<file path="src/rtl/spi_host_tx_pkg.sv">
package spi_host_tx_pkg;
  // Ticks per bit period.
  localparam int TICKS_PER_BIT = 2;
  // Bit periods of select setup before the MSB, hold after the LSB, and release.
  localparam int LEAD_BITS  = 1;
  localparam int TRAIL_BITS = 1;
  localparam int GAP_BITS   = 1;

  function automatic int frame_ticks(input int dw);
    return TICKS_PER_BIT * (dw + LEAD_BITS + TRAIL_BITS + GAP_BITS);
  endfunction

  function automatic int ph_width(input int dw);
    return $clog2(frame_ticks(dw));
  endfunction
endpackage

</file>
<file path="src/rtl/spi_tx_holdreg.sv">
module spi_tx_holdreg #(
  parameter int DATA_W = 8
) (
  input  logic              clk,
  input  logic              rst,
  input  logic              en,
  input  logic              wr_valid,
  input  logic [DATA_W-1:0] wr_data,
  input  logic              take,
  output logic              full,
  output logic [DATA_W-1:0] data
);
  always_ff @(posedge clk) begin
    if (rst || !en) begin
      full <= 1'b0;
    end else if (take) begin
      full <= 1'b0;
    end else if (wr_valid && !full) begin
      full <= 1'b1;
    end
  end

  always_ff @(posedge clk) begin
    if (rst) begin
      data <= '0;
    end else if (en && wr_valid && !full) begin
      data <= wr_data;
    end
  end
endmodule

</file>
<file path="src/rtl/spi_tx_sequencer.sv">
module spi_tx_sequencer #(
  parameter int DATA_W = 8,
  parameter int PH_W   = 5
) (
  input  logic            clk,
  input  logic            rst,
  input  logic            en,
  input  logic            tick,
  input  logic            full,
  input  logic            wait_rd,
  input  logic            rx_full,
  output logic            take,
  output logic            busy,
  output logic [PH_W-1:0] ph
);
  localparam int FRAME_T = spi_host_tx_pkg::frame_ticks(DATA_W);
  localparam logic [PH_W-1:0] PH_LAST = PH_W'(FRAME_T - 1);

  assign take = en && tick && !busy && full && (!wait_rd || !rx_full);

  always_ff @(posedge clk) begin
    if (rst || !en) begin
      busy <= 1'b0;
      ph   <= '0;
    end else if (tick && busy) begin
      if (ph == PH_LAST) begin
        busy <= 1'b0;
        ph   <= '0;
      end else begin
        ph <= ph + 1'b1;
      end
    end else if (take) begin
      busy <= 1'b1;
      ph   <= '0;
    end
  end
endmodule

</file>
<file path="src/rtl/spi_tx_shifter.sv">
module spi_tx_shifter #(
  parameter int DATA_W = 8,
  parameter int PH_W   = 5
) (
  input  logic              clk,
  input  logic              rst,
  input  logic              tick,
  input  logic              take,
  input  logic [DATA_W-1:0] load_data,
  input  logic              busy,
  input  logic [PH_W-1:0]   ph,
  output logic              msb
);
  localparam int LEAD_T = spi_host_tx_pkg::TICKS_PER_BIT * spi_host_tx_pkg::LEAD_BITS;
  // Shift on the tick that ends a high half, except after the last bit.
  localparam logic [PH_W-1:0] SH_LO = PH_W'(LEAD_T + 1);
  localparam logic [PH_W-1:0] SH_HI = PH_W'(LEAD_T + 2 * DATA_W - 3);

  logic [DATA_W-1:0] shreg;

  always_ff @(posedge clk) begin
    if (rst) begin
      shreg <= '0;
    end else if (take) begin
      shreg <= load_data;
    end else if (tick && busy && ph[0] && ph >= SH_LO && ph <= SH_HI) begin
      shreg <= {shreg[DATA_W-2:0], 1'b0};
    end
  end

  assign msb = shreg[DATA_W-1];
endmodule

</file>
<file path="src/rtl/spi_host_tx.sv">
module spi_host_tx #(
  parameter int DATA_W = 8
) (
  input  logic              clk,
  input  logic              rst,
  input  logic              tx_en,
  input  logic              half_tick,
  input  logic              wr_valid,
  input  logic [DATA_W-1:0] wr_data,
  input  logic              hold_for_rx,
  input  logic              rx_full,
  input  logic              force_sel_on,
  input  logic              force_sel_off,
  output logic              sclk,
  output logic              mosi,
  output logic              sel_n,
  output logic              tx_ready,
  output logic              tx_empty
);
  localparam int PH_W   = spi_host_tx_pkg::ph_width(DATA_W);
  localparam int LEAD_T = spi_host_tx_pkg::TICKS_PER_BIT * spi_host_tx_pkg::LEAD_BITS;
  localparam int DATA_T = spi_host_tx_pkg::TICKS_PER_BIT * DATA_W;
  localparam int TRL_T  = spi_host_tx_pkg::TICKS_PER_BIT * spi_host_tx_pkg::TRAIL_BITS;
  localparam logic [PH_W-1:0] CLK_LO = PH_W'(LEAD_T);
  localparam logic [PH_W-1:0] CLK_HI = PH_W'(LEAD_T + DATA_T);
  localparam logic [PH_W-1:0] SEL_HI = PH_W'(LEAD_T + DATA_T + TRL_T);

  logic              full;
  logic [DATA_W-1:0] hold_q;
  logic              take;
  logic              busy;
  logic [PH_W-1:0]   ph;
  logic              msb;
  logic              forced;

  spi_tx_holdreg #(.DATA_W(DATA_W)) u_hold (
    .clk(clk), .rst(rst), .en(tx_en), .wr_valid(wr_valid), .wr_data(wr_data),
    .take(take), .full(full), .data(hold_q)
  );

  spi_tx_sequencer #(.DATA_W(DATA_W), .PH_W(PH_W)) u_seq (
    .clk(clk), .rst(rst), .en(tx_en), .tick(half_tick), .full(full),
    .wait_rd(hold_for_rx), .rx_full(rx_full), .take(take), .busy(busy), .ph(ph)
  );

  spi_tx_shifter #(.DATA_W(DATA_W), .PH_W(PH_W)) u_shift (
    .clk(clk), .rst(rst), .tick(half_tick), .take(take), .load_data(hold_q),
    .busy(busy), .ph(ph), .msb(msb)
  );

  // Release wins over force when both arrive together.
  always_ff @(posedge clk) begin
    if (rst || force_sel_off) begin
      forced <= 1'b0;
    end else if (force_sel_on) begin
      forced <= 1'b1;
    end
  end

  assign sclk     = busy && ph[0] && ph >= CLK_LO && ph < CLK_HI;
  assign mosi     = busy && msb;
  assign sel_n    = !(forced || (busy && ph < SEL_HI));
  assign tx_ready = tx_en && !full;
  assign tx_empty = tx_en && !full && !busy;
endmodule

</file>
<file path="config.mk">
export PLATFORM = sky130hd
export DESIGN_NAME = spi_host_tx
export DESIGN_NICKNAME = d
export VERILOG_FILES = /design/src/rtl/spi_host_tx_pkg.sv /design/src/rtl/spi_tx_holdreg.sv /design/src/rtl/spi_tx_sequencer.sv /design/src/rtl/spi_tx_shifter.sv /design/src/rtl/spi_host_tx.sv
export SDC_FILE = /design/constraint.sdc
export NUM_CORES = 1
export LEC_CHECK = 0
export BUFFER_PORTS_ARGS = -buffer_cell sky130_fd_sc_hd__buf_4
export CAP_MARGIN = 25
export CORE_AREA = 2 2 59 61
export DETAILED_ROUTE_END_ITERATION = 7
export DIE_AREA = 0 0 61 63
export HOLD_SLACK_MARGIN = 0.02
export PLACE_DENSITY = 0.65
export SYNTH_ARGS = -nofsm -noshare
export SYNTH_HDL_FRONTEND = slang
export SYNTH_SLANG_ARGS = --single-unit
</file>
<file path="constraint.sdc">
create_clock -name clk -period 3.28 [get_ports clk]
set_input_delay 0.164 -clock clk [delete_from_list [all_inputs] [get_ports clk]]
set_output_delay 0.164 -clock clk [all_outputs]
set_load 0.02 [all_outputs]
</file>
==> results.json <==
{
  "antennaDiodeCount": 0,
  "whs_ps": 86.7,
  "final.setup_skew_ps": 7.93,
  "path_clk_slew_ps": 130,
  "postCtsResizedCells": 0,
  "root_buffer": "clkbuf_4",
  "synth_flop_cell": "dfxtp_1",
  "die_w_um": 61,
  "num-fill-cells": 343,
  "cts_tree": "done",
  "ir_drop_mv": 0.204,
  "period_share": 0.610,
  "power.density_mw_per_mm2": 332,
  "core_mm2": 0.00323,
  "finalWorstSetupSlack_ps": 1280,
  "num_rows": 21,
  "syn_inst": 148,
  "crit_chain": "ha_1, and3_2, ha_1, a21oi_1, buf_4, o31a_2, a211oi_2",
  "hpwlAfterDp_um": 1840,
  "multi_input_area_um2": 684,
  "critPathKind": "flop to flop",
  "h-tree-depth": 1,
  "via_per_inst": 5.17,
  "setup_viol": 0,
  "start_util": 0.385,
  "slew_headroom": 0.512,
  "min_period_ps": 2000,
  "seq_area_um2": 480,
  "rsz0062_at_grt": "false",
  "p_leak_nw": 0.524,
  "grt_max_degree": 19,
  "tightestPinTransition_ps": 730,
  "max_stage_delay_ps": 510,
  "cp.required_ps": 3530,
  "grtUsageTotal": 0.150,
  "worstSetupEndpointType": "flop",
  "grt_pass1_wl_um": 4550,
  "clock_latency_ps": 320,
  "cts.sinks": 24,
  "drc": 0,
  "dieArea_mm2": 0.00384,
  "clock_path_buffers": 2,
  "grt_pass1_vias": 1022,
  "drt_iter0_markers": 28,
  "cp_max_fo": 15,
  "postSynthAreaPerCell_um2": 8.40,
  "vias": 1096,
  "fin_nets": 189,
  "cp_data_arrival_time_ps": 2250,
  "drive_gt1_frac": 0.271,
  "max_clock_freq_mhz": 499,
  "ios": 22,
  "path_common_cell": "ha_1",
  "critPathLaunchType": "flop",
  "finalMaxSlewViolations": 0,
  "max_cap_viol_count": 0,
  "gp_routability_congestion": 0.848,
  "io_buffers": 21,
  "ys.warnings.count": 0,
  "antenna_found_initial": 0,
  "synth_seq_cells": 24,
  "first_pass_iters": 4,
  "syn-num-nets": 169,
  "netlist_area_mm2": 0.00124,
  "yosysSeqAreaShare": 0.386,
  "numCtsBuffers": 3,
  "reg2reg_setup_slack_ps": 1280,
  "wire_per_inst_um": 12.1,
  "finalWirelength_um": 2560,
  "fin_tns_setup_ps": 0,
  "finalHoldViolCount": 0,
  "hold_class": "primary input to flop",
  "async_flop_share": 0,
  "grt_overflow": 0,
  "ant_nets": 0,
  "synth.distinct_cells": 33,
  "post-place-ws_ps": 1320,
  "synth_edf_count": 0,
  "status": "finished, final reports clean",
  "die_height_um": 63,
  "area_delta_synth_final_pct": 17.2,
  "slowest_stage": "dfxtp_1"
}
[synthesized netlist by cell type, types with 2 or more instances]
cell | count | area, um2
a211oi_2 | 7 | 87.6
o31a_2 | 7 | 70.1
o21ai_1 | 5 | 25.0
a21oi_1 | 18 | 90.1
clkbuf_1 | 4 | 15.0
inv_1 | 10 | 37.5
dfxtp_1 | 24 | 480
nor2b_1 | 2 | 12.5
buf_1 | 2 | 7.51
nand2_1 | 15 | 56.3
o21ai_2 | 2 | 17.5
o21ai_0 | 3 | 15.0
and2_1 | 2 | 12.5
ha_1 | 4 | 50.1
nor3_1 | 6 | 30.0
nor2_1 | 12 | 45.0
nand3_1 | 9 | 45.0
[routing by layer]
layer	vias to the layer above	GRT usage	part of all wire
li1	563	-	-
met1	508	0.222	0.49
met2	21	0.218	0.46
met3	4	0.0228	0.036
met4	0	0.0489	0.011
met5	-	0	0
[cell type report]
class	instances	share of cell area
inverters	10	0.0258
flip-flops and latches	24	0.330
well taps	46	0.0395
multi-input cells	106	0.470
repair buffers	23	0.120
clock buffers	3	0.0155
[repair_timing]
item,in CTS,in global routing
hold buffers,1,0
setup endpoints to repair,0,0
endpoints found under the hold margin,1,0
setup buffers,0,0
[registers in the layout (all words and copies together), names as in the netlist]
register and flops:
u_hold.data 8, u_seq.busy 1, u_hold.full 1, u_seq.ph 5
u_shift.shreg 8, forced 1
[layout by cell type (no fill, tap or decap), types with 2 or more instances in the layout]
cell type,instances
dfxtp_1,24
buf_4,22
a21oi_1,18
nand2_1,15
nor2_1,12
inv_1,10
nand3_1,9
o31a_2,7
a211oi_2,7
nor3_1,6
o21ai_1,5
ha_1,4
o21ai_0,3
clkbuf_4,3
nor2b_1,2
and2_1,2
o21ai_2,2
[per-stage QoR]
step / util / power, W / cells / instance area (um2)
after floorplan: - / 0.000337 / 148 / 1240
after global placement: 0.441 / 0.000360 / 208 / 1430
after detailed placement: 0.441 / 0.000362 / 208 / 1430
after CTS: 0.451 / 0.000490 / 212 / 1460
after global routing: 0.451 / 0.000508 / 212 / 1460
final: 0.451 / 0.000484 / 212 / 1460
[report_power, final]
group          switching, W  leakage (nW)  internal [W]
combinational     0.0000268         0.316     0.0000253
clock             0.0000854        0.0138     0.0000430
sequential       0.00000430         0.195      0.000299
total              0.000116         0.524      0.000367
[final timing paths]
path / start / endpoint / cells past startpoint
worst max-delay path: u_seq.ph[0] / u_shift.shreg[3] / 7
worst min-delay path: wr_data[2] / u_hold.data[2] / 3
worst max register to register: u_seq.ph[0] / u_shift.shreg[3] / 7
worst min register to register: u_hold.data[6] / u_hold.data[6] / 2
[cells by family after synthesis]
family / Yosys count / synth area share
flip-flops: 24 / 0.386
adder cells (fa/ha/maj): 4 / 0.0402
AO/OA/AOI/OAI: 46 / 0.282
AND/OR/NAND/NOR: 56 / 0.228
buffers and inverters: 18 / 0.0634
[worst max-delay path: cells and delay by family (launching register included)]
family	cells	cell delay [ps]
fa+ha+maj	2	440
flops	1	510
buf+inv	1	180
compound gates	3	590
simple gates	1	200
Note: power is estimated with default switching activity, not from simulation.
